`src/rtl/uart_regif_pkg.sv`:
```
package uart_regif_pkg;
    localparam int DATA_W = 8;
    localparam int ADDR_W = 3;

    localparam logic [ADDR_W-1:0] OFS_DATA = 3'd0;
    localparam logic [ADDR_W-1:0] OFS_IEN  = 3'd1;
    localparam logic [ADDR_W-1:0] OFS_FIFO = 3'd2;
    localparam logic [ADDR_W-1:0] OFS_LFMT = 3'd3;
    localparam logic [ADDR_W-1:0] OFS_LSTS = 3'd5;

    typedef enum logic [1:0] {
        IRQ_NONE = 2'd0,
        IRQ_RX   = 2'd1,
        IRQ_TX   = 2'd2
    } irq_state_t;

    localparam logic [2:0] SRC_RX = 3'b010;
    localparam logic [2:0] SRC_TX = 3'b001;
endpackage

```
`src/rtl/uart_byte_fifo.sv`:
```
module uart_byte_fifo #(
    parameter int WIDTH = 8,
    parameter int DEPTH = 16
) (
    input  logic             clk,
    input  logic             rst_n,
    input  logic             push,
    input  logic [WIDTH-1:0] push_data,
    input  logic             pop,
    input  logic             flush,
    output logic [WIDTH-1:0] head,
    output logic             empty,
    output logic             full,
    output logic             drained,
    output logic [$clog2(DEPTH):0] count
);
    localparam int AW = $clog2(DEPTH);
    localparam int CW = AW + 1;

    logic [WIDTH-1:0] mem [DEPTH];
    logic [AW-1:0]    wr_ptr, rd_ptr;
    logic [CW-1:0]    cnt_q, cnt_d;
    logic             do_push, do_pop;

    assign empty   = (cnt_q == '0);
    assign full    = (cnt_q == CW'(DEPTH));
    assign do_push = push && !full && !flush;
    assign do_pop  = pop && !empty && !flush;
    assign head    = empty ? '0 : mem[rd_ptr];
    assign count   = cnt_q;

    always_comb begin
        if (flush) begin
            cnt_d = '0;
        end else begin
            cnt_d = cnt_q + CW'(do_push) - CW'(do_pop);
        end
    end

    assign drained = (cnt_q != '0) && (cnt_d == '0);

    always_ff @(posedge clk or negedge rst_n) begin
        if (!rst_n) begin
            wr_ptr <= '0;
            rd_ptr <= '0;
            cnt_q  <= '0;
        end else begin
            cnt_q <= cnt_d;
            if (flush) begin
                wr_ptr <= '0;
                rd_ptr <= '0;
            end else begin
                if (do_push) wr_ptr <= wr_ptr + 1'b1;
                if (do_pop)  rd_ptr <= rd_ptr + 1'b1;
            end
        end
    end

    always_ff @(posedge clk) begin
        if (do_push) mem[wr_ptr] <= push_data;
    end
endmodule

```
`src/rtl/uart_irq_ctrl.sv`:
```
module uart_irq_ctrl
    import uart_regif_pkg::*;
(
    input  logic       clk,
    input  logic       rst_n,
    input  logic [1:0] ien,
    input  logic       rx_nonempty,
    input  logic       tx_drained,
    input  logic       thr_write,
    input  logic       id_read,
    output irq_state_t state,
    output logic       thre_flag,
    output logic       irq,
    output logic [2:0] src_code
);
    irq_state_t state_d;
    logic       rx_cond, tx_cond;

    assign rx_cond = ien[0] && rx_nonempty;
    assign tx_cond = ien[1] && thre_flag;

    always_comb begin
        state_d = state;
        unique case (state)
            IRQ_NONE: begin
                if (rx_cond)      state_d = IRQ_RX;
                else if (tx_cond) state_d = IRQ_TX;
            end
            IRQ_RX: begin
                if (!rx_cond)     state_d = tx_cond ? IRQ_TX : IRQ_NONE;
            end
            IRQ_TX: begin
                if (rx_cond)      state_d = IRQ_RX;
                else if (!tx_cond) state_d = IRQ_NONE;
            end
            default:              state_d = IRQ_NONE;
        endcase
    end

    always_ff @(posedge clk or negedge rst_n) begin
        if (!rst_n) begin
            state <= IRQ_NONE;
        end else begin
            state <= state_d;
        end
    end

    always_ff @(posedge clk or negedge rst_n) begin
        if (!rst_n) begin
            thre_flag <= 1'b1;
        end else if (tx_drained) begin
            thre_flag <= 1'b1;
        end else if (thr_write || (id_read && state == IRQ_TX)) begin
            thre_flag <= 1'b0;
        end
    end

    always_comb begin
        irq      = 1'b0;
        src_code = 3'b000;
        unique case (state)
            IRQ_NONE: ;
            IRQ_RX:   begin irq = 1'b1; src_code = SRC_RX; end
            IRQ_TX:   begin irq = 1'b1; src_code = SRC_TX; end
            default:  ;
        endcase
    end
endmodule

```
`src/rtl/uart_regif.sv`:
```
module uart_regif
    import uart_regif_pkg::*;
#(
    parameter int FIFO_DEPTH = 16
) (
    input  logic              clk,
    input  logic              rst_n,
    input  logic [ADDR_W-1:0] addr,
    input  logic              wr_en,
    input  logic              rd_en,
    input  logic [DATA_W-1:0] wdata,
    output logic [DATA_W-1:0] rdata,
    output logic              irq,
    output logic [DATA_W-1:0] tx_data,
    output logic              tx_valid,
    input  logic              tx_ready,
    input  logic [DATA_W-1:0] rx_data,
    input  logic              rx_valid,
    output logic [2*DATA_W-1:0] divisor,
    output logic [DATA_W-1:0] line_ctrl
);
    localparam int CW = $clog2(FIFO_DEPTH) + 1;

    logic [DATA_W-1:0] div_lo_q, div_hi_q, lfmt_q;
    logic [1:0]        ien_q;
    logic              fen_q, ovr_q;
    logic              dlab;
    logic              thr_wr, dll_wr, dlm_wr, ien_wr, fifo_wr, lfmt_wr;
    logic              rhr_rd, id_rd, lsts_rd;
    logic              rx_flush, tx_flush;
    logic [DATA_W-1:0] rx_head;
    logic              rx_empty, rx_full, rx_drained;
    logic              tx_empty, tx_full, tx_drained;
    logic [CW-1:0]     rx_count, tx_count;
    irq_state_t        irq_state;
    logic              thre_flag;
    logic [2:0]        src_code;

    assign dlab    = lfmt_q[7];
    assign thr_wr  = wr_en && addr == OFS_DATA && !dlab;
    assign dll_wr  = wr_en && addr == OFS_DATA &&  dlab;
    assign dlm_wr  = wr_en && addr == OFS_IEN  &&  dlab;
    assign ien_wr  = wr_en && addr == OFS_IEN  && !dlab;
    assign fifo_wr = wr_en && addr == OFS_FIFO;
    assign lfmt_wr = wr_en && addr == OFS_LFMT;
    assign rhr_rd  = rd_en && addr == OFS_DATA && !dlab;
    assign id_rd   = rd_en && addr == OFS_FIFO;
    assign lsts_rd = rd_en && addr == OFS_LSTS;
    assign rx_flush = fifo_wr && wdata[1];
    assign tx_flush = fifo_wr && wdata[2];

    uart_byte_fifo #(.WIDTH(DATA_W), .DEPTH(FIFO_DEPTH)) u_rx_fifo (
        .clk(clk), .rst_n(rst_n),
        .push(rx_valid), .push_data(rx_data), .pop(rhr_rd), .flush(rx_flush),
        .head(rx_head), .empty(rx_empty), .full(rx_full),
        .drained(rx_drained), .count(rx_count)
    );

    uart_byte_fifo #(.WIDTH(DATA_W), .DEPTH(FIFO_DEPTH)) u_tx_fifo (
        .clk(clk), .rst_n(rst_n),
        .push(thr_wr), .push_data(wdata), .pop(tx_valid && tx_ready),
        .flush(tx_flush),
        .head(tx_data), .empty(tx_empty), .full(tx_full),
        .drained(tx_drained), .count(tx_count)
    );

    assign tx_valid = !tx_empty;

    uart_irq_ctrl u_irq (
        .clk(clk), .rst_n(rst_n),
        .ien(ien_q), .rx_nonempty(!rx_empty), .tx_drained(tx_drained),
        .thr_write(thr_wr), .id_read(id_rd),
        .state(irq_state), .thre_flag(thre_flag), .irq(irq),
        .src_code(src_code)
    );

    always_ff @(posedge clk or negedge rst_n) begin
        if (!rst_n) begin
            div_lo_q <= '0;
            div_hi_q <= '0;
            lfmt_q   <= '0;
            ien_q    <= '0;
            fen_q    <= 1'b0;
        end else begin
            if (dll_wr)  div_lo_q <= wdata;
            if (dlm_wr)  div_hi_q <= wdata;
            if (lfmt_wr) lfmt_q   <= wdata;
            if (ien_wr)  ien_q    <= wdata[1:0];
            if (fifo_wr) fen_q    <= wdata[0];
        end
    end

    always_ff @(posedge clk or negedge rst_n) begin
        if (!rst_n) begin
            ovr_q <= 1'b0;
        end else if (rx_valid && rx_full && !rx_flush) begin
            ovr_q <= 1'b1;
        end else if (lsts_rd) begin
            ovr_q <= 1'b0;
        end
    end

    assign divisor   = {div_hi_q, div_lo_q};
    assign line_ctrl = lfmt_q;

    always_comb begin
        rdata = '0;
        if (rd_en) begin
            unique case (addr)
                OFS_DATA: rdata = dlab ? div_lo_q : rx_head;
                OFS_IEN:  rdata = dlab ? div_hi_q : {6'b0, ien_q};
                OFS_FIFO: rdata = {fen_q, fen_q, 2'b00, src_code, !irq};
                OFS_LFMT: rdata = lfmt_q;
                OFS_LSTS: rdata = {1'b0, tx_empty, !tx_full, 3'b000, ovr_q, !rx_empty};
                default:  rdata = '0;
            endcase
        end
    end
endmodule

```
`config.mk`:
```
export PLATFORM = sky130hd
export DESIGN_NAME = uart_regif
export DESIGN_NICKNAME = d
export VERILOG_FILES = /design/src/rtl/uart_regif_pkg.sv /design/src/rtl/uart_byte_fifo.sv /design/src/rtl/uart_irq_ctrl.sv /design/src/rtl/uart_regif.sv
export SDC_FILE = /design/constraint.sdc
export NUM_CORES = 1
export LEC_CHECK = 0
export ABC_AREA = 1
export BUFFER_PORTS_ARGS = -buffer_cell sky130_fd_sc_hd__buf_4
export CAP_MARGIN = 20
export CORE_ASPECT_RATIO = 1.2
export CORE_MARGIN = 2
export CORE_UTILIZATION = 45
export DETAILED_ROUTE_END_ITERATION = 8
export HOLD_SLACK_MARGIN = 0.06
export PLACE_DENSITY = 0.63
export SLEW_MARGIN = 40
export SYNTH_ARGS = -nofsm -noshare
export SYNTH_HDL_FRONTEND = slang
export SYNTH_SLANG_ARGS = --single-unit
```
`constraint.sdc`:
```
create_clock -name clk -period 2.5 [get_ports clk]
set_input_delay 0.25 -clock clk [delete_from_list [all_inputs] [get_ports clk]]
set_output_delay 0.25 -clock clk [all_outputs]
set_load 0.005 [all_outputs]
```
-- After elaboration in Yosys (flattened, before gate mapping)
Memories as Yosys holds them, arrays and structs flattened.
Index checks and enable logic that the tools add are counted.
- eq/ne operators: 11
- reductions and logical operators: 52
- muxes and demuxes: 33
- add/subtract/negate cells: 8
- operator list (cell ; number):
    8-bit two-way mux ; 5
    8-bit case mux with 5 select lines ; 1
    4-bit two-way mux ; 8
    1-bit logical AND ; 29
    4-bit by 1-bit adder with 4-bit output, second input constant ; 4
    5-bit logical NOT ; 3
    2-bit two-way mux ; 6
    2-bit nonzero test ; 6
    5-bit by 1-bit adder with 5-bit output ; 2
    5-bit equality test, second input constant ; 2
    5-bit two-way mux ; 2
    5-bit by 1-bit subtractor with 5-bit output ; 2
    1-bit two-way mux ; 9
    1-bit logical NOT ; 8
    3-bit by 2-bit equality test with 1-bit output, second input constant ; 2
    2-bit case mux with 3 select lines ; 1
    5-bit nonzero test ; 1
    2-bit case mux with 2 select lines ; 1
    3-bit by 1-bit equality test with 1-bit output, second input constant ; 1
    3-bit equality test, second input constant ; 1
    3-bit logical NOT ; 1
    3-bit by 1-bit != test with 1-bit output, second input constant ; 1
    3-bit by 2-bit != test with 1-bit output, second input constant ; 1
    3-bit AND reduction ; 1
    6 further kinds ; 6
- RAM bits: 256
- bits in registers: 57
- word-level logic and storage cells: 120
- output and inout bits: 42
- bits of input ports: 25
- memories kept: 2
- memories (memory ; depth ; bits a word ; rd ports ; clocked after Yosys merged registers in ; write ports ; line ; text):
    u_rx_fifo.mem ; 16 ; 8 ; 1 ; 0 ; 1 ; uart_byte_fifo.sv:20 ; logic [WIDTH-1:0] mem [DEPTH];
    u_tx_fifo.mem ; 16 ; 8 ; 1 ; 0 ; 1 ; uart_byte_fifo.sv:20 ;

-- Logic depth before layout (Yosys ltp)
Gate-level depths: netlist (run 1).
- depth in word-level cells: 11
- depth in mapped cells: 17
- mapped depth without buffers: 16

-- Cells and area by module
A second synthesis (run 1) with hierarchy kept.
- cells, all modules: 1404
- area, all modules: 14253.7 µm²
- by module, submodules not included (module ; cells an instance ; instances ; area each (µm²) ; sequential area each (µm²)):
    uart_byte_fifo (u_tx_fifo) ; 569 ; 1 ; 6135.9 ; 4169.0
    uart_byte_fifo (u_rx_fifo) ; 569 ; 1 ; 6128.4 ; 4169.0
    uart_regif ; 229 ; 1 ; 1702.9 ; 700.7
    uart_irq_ctrl ; 37 ; 1 ; 286.5 ; 76.3

-- Least setup slack after synthesis (run 1)
Ideal clock, no wire load.
- path kind: input to register
- from: input addr[0]
- to: register u_irq.thre_flag
- setup slack: -0.070 ns
- buffers on the path: 1
- stages on the path: 17
- library setup time: 0.069 ns
- required time: 2.431 ns
- arrival time: 2.501 ns
- path through: nor2_1 > nand2_1 > nor2_1 > nand2_1 > buf_6 > inv_1 > nor2_1 > ha_1 > inv_1 > ha_1 > fa_1 > a21oi_1 > o21ai_0 > or2_2 > nand3_1 > nand3_1 > o21ai_2
- word-level cells in the longest chain between the ends: 11
- elaborated cells between the ends (all ways): 20
- those cells by class: add/sub: 2; eq/ne: 1; mux: 2; reduce/logical: 15
- ends and longest elaborated chain (element ; line ; text):
    start: declaration ; uart_regif.sv:8 ; input logic [ADDR_W-1:0] addr,
    3-bit by 2-bit equality test with 1-bit output / 3-bit logical NOT (equally long branches) ; uart_regif.sv:44, uart_regif.sv:47, uart_regif.sv:40 ;
    1-bit logical AND, on equally long branches ; uart_regif.sv:44, uart_regif.sv:40 ;
    1-bit logical AND, on equally long branches ; uart_regif.sv:50, uart_regif.sv:40 ;
    1-bit logical NOT / 1-bit logical AND (equally long branches) ; uart_byte_fifo.sv:27, uart_byte_fifo.sv:28 ;
    1-bit logical AND ; uart_byte_fifo.sv:27 ; assign do_push = push && !full && !flush;
    5-bit by 1-bit adder with 5-bit output ; uart_byte_fifo.sv:36 ; cnt_d = cnt_q + CW'(do_push) - CW'(do_pop);
    5-bit by 1-bit subtractor with 5-bit output ; uart_byte_fifo.sv:36 ;
    5-bit two-way mux ; uart_byte_fifo.sv:33 ; if (flush) begin
    5-bit logical NOT ; uart_byte_fifo.sv:40 ; assign drained = (cnt_q != '0) && (cnt_d == '0);
    1-bit logical AND ; uart_byte_fifo.sv:40 ;
    1-bit two-way mux / 2-bit nonzero test (equally long branches) ; -- ;
    end signal: assignment ; uart_irq_ctrl.sv:50 ; thre_flag <= 1'b1;
    end signal: assignment ; uart_irq_ctrl.sv:52 ; thre_flag <= 1'b1;
    end signal: assignment ; uart_irq_ctrl.sv:54 ; thre_flag <= 1'b0;
    end: declaration ; uart_irq_ctrl.sv:12 ; output logic thre_flag,
Several ways; a longest one is shown, not always the timed one.
A chain may end at the register's enable or synchronous reset.

-- Final worst setup path (run 1)
- from: register u_rx_fifo.rd_ptr[0]
- to: output rdata[4]
- word-level cells in the longest chain between the ends: 5
- ends and longest elaborated chain (element ; line ; text):
    start: declaration ; uart_byte_fifo.sv:21 ; logic [AW-1:0] wr_ptr, rd_ptr;
    start signal: assignment ; uart_byte_fifo.sv:54 ; if (do_pop) rd_ptr <= rd_ptr + 1'b1;
    memory read 16 x 8 bit ; -- ;
    8-bit two-way mux ; uart_byte_fifo.sv:29 ; assign head = empty ? '0 : mem[rd_ptr];
    8-bit two-way mux ; uart_regif.sv:110 ; OFS_DATA: rdata = dlab ? div_lo_q : rx_head;
    8-bit case mux with 5 select lines ; uart_regif.sv:109 ; unique case (addr)
    8-bit two-way mux ; uart_regif.sv:108 ; if (rd_en) begin
    end: declaration ; uart_regif.sv:12 ; output logic [DATA_W-1:0] rdata,
No other way between the ends.

==> flow_metrics.env, run 1 <==
export IMPL_status="complete, but fails checks"
export IMPL_failed_checks="negative setup slack"
export IMPL_grt_setup_unrepaired="yes"
export IMPL_path_class="reg2out"
export IMPL_netlist_instances=1209
export IMPL_area_growth_pct=23.7
export IMPL_syn_avg_cell_area_sq_um=11.2
export IMPL_clk_path_buf_depth=3
export IMPL_io_pins=67
export IMPL_finalNonFillerCells=1789
export IMPL_hold_class="in2reg"
export IMPL_synthesis_area_sq_um=13600
export IMPL_regArea_sq_um=9120
export IMPL_ir_drop_uv=883
export IMPL_worst_slew_pin_slew_ps=801
export IMPL_synth_top_area_share_pct=56.6
export IMPL_routedWlPerCell_microns=18.4
export IMPL_yosysTopAreaCell="edfxtp_1"
export IMPL_grt_pass1_vias=9170
export IMPL_design_area_sq_um=16800
export IMPL_yosys_warnings=0
export IMPL_cts_tree="done"
export IMPL_yosysSeqAreaShare_pct=67.1
export IMPL_grt_use_total_pct=20.8
export IMPL_slew_limit_headroom_pct=46.4
export IMPL_layout_setup_ws_ps=-34.7
export IMPL_synth_nets=1264
export IMPL_synth_async_reset_ratio_pct=18.2
export IMPL_max_cap_viol_count=0
export IMPL_critPathLaunchType="flop"
export IMPL_ff2ff_setup_slack_ps=20
export IMPL_synth_edff_count=256
export IMPL_slowest_stage="dfrtp_2"
export IMPL_skew_ps=8.96
export IMPL_yosys_most_used_dff="edfxtp_1"
export IMPL_slew_viol_final=0
export IMPL_worst_path_most_repeated_cell="nand2_1"
export IMPL_die_h_microns=194
export IMPL_dieArea_sq_um=31600
export IMPL_port_buffers=66
export IMPL_worstSkewPairLatency_ps=570
export IMPL_cts_root_buffer="clkbuf_16"
export IMPL_dp_cells=1695
export IMPL_htree_levels=1
export IMPL_setup_viol=4
export IMPL_drt_first_pass_iters=5
export IMPL_fin_nets=1429
export IMPL_start_util_pct=45.7
export IMPL_final_core_util_pct=56.6
export IMPL_drc=0
export IMPL_p_per_area_nw_per_um2=1100
export IMPL_grt_pass1_wl_microns=50700
export IMPL_yosysUniqueCellTypes=43
export IMPL_fmax_ghz=0.395
export IMPL_drt_iter0_drc=649
export IMPL_final_layout_size_suffix_gt1_share_pct=22.7
export IMPL_antenna_found_initial=0
export IMPL_grt_max_degree=58
export IMPL_arrival_ps=2280
export IMPL_numClockSinks=313
export IMPL_path_max_fanout=10
export IMPL_crit_chain="clkinv_4 > buf_12 > nand2_1 > nand2_1 > a21oi_1 > nand3_2 > nand3_1 > nand2_1 > nand2_1 > a21oi_2 > buf_4"
export IMPL_diodes=0
export IMPL_fp_row_count=69
export IMPL_required_ps=2250
export IMPL_end_kind="output port"
export IMPL_totalWireLength_microns=32800
export IMPL_cp_top_family="simple AND/OR/NAND/NOR gates"
export IMPL_place_congestion=0.911
export IMPL_vias=9323
export IMPL_max_stage_delay_ps=460
export IMPL_globalRoute_totalOverflow=0
export IMPL_hold_violations=0
export IMPL_path_clk_slew_ps=70
export IMPL_fin_crit_sh_pct=101
export IMPL_crit_buf_inv=3
export IMPL_dpl_instance_area_sq_um=14900
export IMPL_ant_nets=0
export IMPL_nFillCells=2485
export IMPL_multi_input_area_sq_um=4170
export IMPL_synthTopCellsByCount="345 x nand2_1, 256 x edfxtp_1, 90 x nor2_1"
export IMPL_power_static_leakage_nw=6.79
export IMPL_synthTopCellsByArea="edfxtp_1 57%, dfrtp_1 10%, nand2_1 9.5%"
export IMPL_synth_seq_cells=313
export IMPL_vias_per_cell=5.21
export IMPL_dpl_hpwl_microns=21400
export IMPL_coreArea_sq_um=29700
export IMPL_fin_crit_ps=2530
export IMPL_numCtsBuffers=31
export IMPL_die_w_microns=163
export IMPL_synth_most_common_cell="nand2_1"
[layout by cell type, fill, tap and decap left out, types with 5 or more instances in the layout]
cell type,instances
nand2_1,332
edfxtp_1,256
buf_4,142
nor2_1,84
nand3_1,64
o21ai_0,61
inv_1,58
dfrtp_1,51
a21oi_1,49
clkbuf_16,32
mux2i_1,24
ha_1,24
nand3_2,20
dlygate4sd3_1,20
inv_2,15
nand2_2,14
a21oi_2,13
o211ai_1,10
bufinv_16,9
buf_12,9
a221oi_1,8
o221ai_1,8
nor2_2,8
clkinv_2,7
nand4_1,5
o22ai_1,5
dfrtp_2,5
[cell families after synthesis]
| logic type | Yosys count | synth area share, % |
|---|---|---|
| AO/OA/AOI/OAI | 172 | 7.30 |
| XOR/XNOR | 4 | 0.258 |
| adder cells (fa/ha/maj) | 30 | 2.88 |
| buffers and inverters | 124 | 4.30 |
| flip-flops | 313 | 67.1 |
| multiplexers | 24 | 1.77 |
| AND/OR/NAND/NOR | 542 | 16.4 |
[cell type report]
cell class / instances / area share (%)
clock buffers: 31 / 4.62
clock inverters: 27 / 2.32
multi-input cells: 772 / 24.8
repair buffers: 178 / 9.23
flip-flops and latches: 313 / 54.3
well taps: 390 / 2.91
inverters: 78 / 1.79
[state kept, by name, indices dropped and copies added, names as in the netlist, 5 cells and up]
name / cells
u_tx_fifo.count: 5
div_lo_q: 8
u_rx_fifo.count: 5
line_ctrl: 8
u_tx_fifo.mem: 128
div_hi_q: 8
u_rx_fifo.mem: 128
[path summary, 6_finish.rpt]
check / start / end / cells past startpoint
worst max-delay path: u_rx_fifo.rd_ptr[0]$_DFFE_PN0P_ / rdata[4] / 11
worst min-delay path: addr[1] / u_irq.thre_flag$_DFFE_PN1P_ / 6
worst max register to register: u_tx_fifo.count[3]$_DFF_PN0_ / u_irq.thre_flag$_DFFE_PN1P_ / 15
worst min register to register: u_tx_fifo.rd_ptr[3]$_DFFE_PN0P_ / u_tx_fifo.rd_ptr[3]$_DFFE_PN0P_ / 1
max in group asynchronous: rst_n / u_rx_fifo.rd_ptr[1]$_DFFE_PN0P_ / 2
min in group asynchronous: rst_n / u_tx_fifo.count[3]$_DFF_PN0_ / 2
[tightest hold or removal path: stages]
cell and delay (ps):
buf_4 90, nand2_1 70, inv_1 120, nand3_1 80, nand2_1 80, o21ai_2 50
[metrics by stage]
step	power, mW	setup WS [ps]	hold WS (ps)	TNS, ps
global route	19.5	-135	215	-1020
CTS	18.2	-31.9	153	-129
global placement	12.2	-173	354	-282
detailed placement	12.3	-239	364	-417
finish	18.4	-34.7	174	-74.1
floorplan	10.2	14.2	-45.6	0
[per-layer routing]
metal | vias up | routed length, microns | global-route usage (%)
met2 | 235 | 16900 | 37.4
met1 | 4506 | 13500 | 26.0
met5 | - | 0 | 0
met3 | 64 | 1420 | 2.33
met4 | 0 | 1050 | 6.85
li1 | 4518 | - | -
[repair_timing]
| action | CTS | global route |
|---|---|---|
| endpoints found under the setup margin | 18 | 20 |
| setup buffers | 6 | 11 |
| endpoints found under the hold margin | 275 | 0 |
| gates resized for setup | 69 | 36 |
| pin swaps | 8 | 14 |
| hold buffers | 20 | 0 |
| gates cloned | 2 | 1 |
[where the power goes]
| part | switching [mW] | internal (mW) | leakage [nW] |
|---|---|---|---|
| registers | 0.417 | 6.20 | 3.01 |
| logic | 3.87 | 2.70 | 3.21 |
| clock network | 2.01 | 3.21 | 0.565 |
| total | 6.30 | 12.1 | 6.79 |
Note: power is estimated with default switching activity, not from simulation.
==> run 2: changes to the inputs <==
ABC_AREA = default   (was 1)
==> run 2 against run 1 <==
  * The flow still finishes with violations (negative setup slack)
  * Register-to-register slack got worse by 360 ps
  * Area after synthesis decreased by 1.5%
  * Worst hold slack got worse by 91 ps
  * Fmax decreased by 15%
  * Design area decreased by 1.5%
  * Count of clock-buffer cells in the layout increased by 8
  * Clock skew increased by 26 ps
  * Sequential power increased by 2%
  * Largest cell class unchanged
==> flow_metrics.env, run 2 <==
export IMPL_fin_nets=1014
export IMPL_clk_path_buf_depth=3
export IMPL_reg_top3="u_rx_fifo.mem (128), u_tx_fifo.mem (128)"
export IMPL_whs_path_depth=1
export IMPL_worstReg2RegEnd="u_irq.thre_flag$_DFFE_PN1P_"
export IMPL_tns_ps=-6310
export IMPL_yosysSeqAreaShare_pct=68.2
export IMPL_place_congestion=0.784
export IMPL_grt_pass1_vias=7662
export IMPL_port_buffers=66
export IMPL_design_area_sq_um=16500
export IMPL_failed_checks="negative setup slack"
export IMPL_status="complete, but fails checks"
export IMPL_drt_first_pass_iters=6
export IMPL_slew_limit_headroom_pct=49.0
export IMPL_ff2ff_setup_slack_ps=-340
export IMPL_htree_levels=1
export IMPL_end_kind="output port"
export IMPL_synth_top_area_share_pct=57.5
export IMPL_power_static_leakage_nw=6.09
export IMPL_slew_viol_final=0
export IMPL_layout_setup_ws_ps=-476
export IMPL_syn_avg_cell_area_sq_um=17.4
export IMPL_p_per_area_nw_per_um2=1070
export IMPL_fin_crit_sh_pct=119
export IMPL_worst_path_most_repeated_cell="buf_6"
export IMPL_grt_max_degree=58
export IMPL_worstSkewPairLatency_ps=560
export IMPL_grt_setup_unrepaired="yes"
export IMPL_required_ps=2250
export IMPL_synth_nets=822
export IMPL_total_power_mw=17.6
export IMPL_vias=7351
export IMPL_path_class="reg2out"
export IMPL_numClockSinks=313
export IMPL_dpl_hpwl_microns=19700
export IMPL_yosys_warnings=0
export IMPL_fin_crit_ps=2980
export IMPL_hold_end="u_tx_fifo.mem[3][7]$_DFFE_PP_"
export IMPL_area_growth_pct=23.8
export IMPL_dpl_instance_area_sq_um=15000
export IMPL_path_clk_slew_ps=60
export IMPL_yosys_most_used_dff="edfxtp_1"
export IMPL_grt_pass1_wl_microns=45500
export IMPL_synth_async_reset_ratio_pct=18.2
export IMPL_setup_viol=20
export IMPL_final_cell_mix="256 x edfxtp_1, 152 x buf_4, 68 x mux4_2, 54 x dfrtp_1, 36 x nor2_1"
export IMPL_coreArea_sq_um=29400
export IMPL_totalWireLength_microns=29700
export IMPL_diodes=0
export IMPL_die_w_microns=161
export IMPL_dieArea_sq_um=31100
export IMPL_start_util_pct=45.4
export IMPL_slowest_stage="mux4_2"
export IMPL_hold_start="wdata[7]"
export IMPL_arrival_ps=2730
export IMPL_fmax_ghz=0.336
export IMPL_worstReg2RegStart="u_tx_fifo.count[2]$_DFF_PN0_"
export IMPL_numCtsBuffers=31
export IMPL_yosysTopAreaCell="edfxtp_1"
export IMPL_critPathLaunchType="flop"
export IMPL_globalRoute_totalOverflow=0
export IMPL_max_cap_viol_count=0
export IMPL_synthTopCellsByCount="256 x edfxtp_1, 62 x mux4_2, 56 x dfrtp_1"
export IMPL_grt_use_total_pct=19.5
export IMPL_ant_nets=0
export IMPL_yosysUniqueCellTypes=52
export IMPL_drt_iter0_drc=533
export IMPL_synth_most_common_cell="edfxtp_1"
export IMPL_synthTopCellsByArea="edfxtp_1 58%, dfrtp_1 10%, mux4_2 10%"
export IMPL_worst_slew_pin_slew_ps=766
export IMPL_fp_row_count=69
export IMPL_routedWlPerCell_microns=21.7
export IMPL_hold_class="in2reg"
export IMPL_path_max_fanout=5
export IMPL_die_h_microns=193
export IMPL_drc=0
export IMPL_final_common_cell="edfxtp_1"
export IMPL_io_pins=67
export IMPL_reg2reg_depth=15
export IMPL_cts_root_buffer="clkbuf_16"
export IMPL_synth_seq_cells=313
export IMPL_vias_per_cell=5.36
export IMPL_cts_tree="done"
export IMPL_final_core_util_pct=56.2
export IMPL_ir_drop_uv=710
export IMPL_final_layout_size_suffix_gt1_share_pct=39.3
export IMPL_max_stage_delay_ps=540
export IMPL_netlist_instances=767
export IMPL_synth_edff_count=256
export IMPL_antenna_found_initial=1
export IMPL_synthesis_area_sq_um=13400
export IMPL_crit_chain="buf_6 > buf_8 > buf_6 > mux4_2 > mux4_2 > nand2_2 > nand2_2 > buf_6"
export IMPL_skew_ps=35.0
export IMPL_hold_violations=0
[run 2: power by group]
group	switching (mW)	total, mW	internal, mW
sequential	0.516	6.75	6.23
clock	1.86	4.35	2.49
combinational	2.76	6.54	3.78
[run 2: worst max-delay path: cells and delay by family (launching register included)]
family / cells / cell delay (ps)
buffers and inverters: 4 / 510
flip-flops: 1 / 450
multiplexers: 2 / 1030
AND/OR/NAND/NOR: 2 / 170
[run 2: final cells by class]
cell class,instances,area [sq um]
Clock buffer,39,806
Tap cell,390,488
Multi-Input combinational cell,388,4130
Timing Repair Buffer,195,1750
Fill cell,2278,12900
Sequential cell,313,9120
Clock inverter,17,146
Inverter,30,113
[run 2: worst max path at each step]
stage | to | start
6_report | rdata[2] | u_rx_fifo.rd_ptr[0]$_DFFE_PN0P_
5_1_grt | rdata[6] | u_rx_fifo.rd_ptr[0]$_DFFE_PN0P_
4_1_cts | rdata[2] | u_rx_fifo.rd_ptr[0]$_DFFE_PN0P_
3_5_place_dp | u_irq.thre_flag$_DFFE_PN1P_ | u_tx_fifo.count[2]$_DFF_PN0_
3_3_place_gp | u_irq.thre_flag$_DFFE_PN1P_ | u_tx_fifo.count[2]$_DFF_PN0_
2_1_floorplan | u_irq.thre_flag$_DFFE_PN1P_ | u_tx_fifo.count[3]$_DFF_PN0_
[run 2: through the flow]
step / instances / hold WS, ps / setup slack (ps)
global route: 1372 / 71.9 / -565
CTS: 1367 / 70.1 / -544
finish: 1372 / 83.4 / -476
global placement: 1285 / 367 / -344
detailed placement: 1285 / 366 / -397
floorplan: 767 / -45.6 / -485
[run 2: kinds of logic after synthesis]
| group | share of synthesized area, % |
|---|---|
| and+or+nand+nor | 6.63 |
| muxes | 15.6 |
| xor gates and xnor gates | 1.11 |
| adders and majority gates | 2.92 |
| AOI/OAI and AO/OA | 3.00 |
| buffers and inverters | 2.61 |
| DFF | 68.2 |
[run 2: timing repair]
item / 4_1_cts / 5_1_grt
gates cloned: 4 / 0
setup endpoints to repair: 21 / 21
endpoints found under the hold margin: 189 / 0
pin swaps: 26 / 22
setup buffers: 11 / 8
hold buffers: 11 / 0
resized for setup: 52 / 29
[run 2: routing by layer]
layer	GRT usage, %	wire length, microns	up-vias
met1	24.5	12100	3776
met4	4.46	673	2
met2	36.0	15700	160
met5	0	13	-
li1	-	-	3368
met3	2.69	1210	45
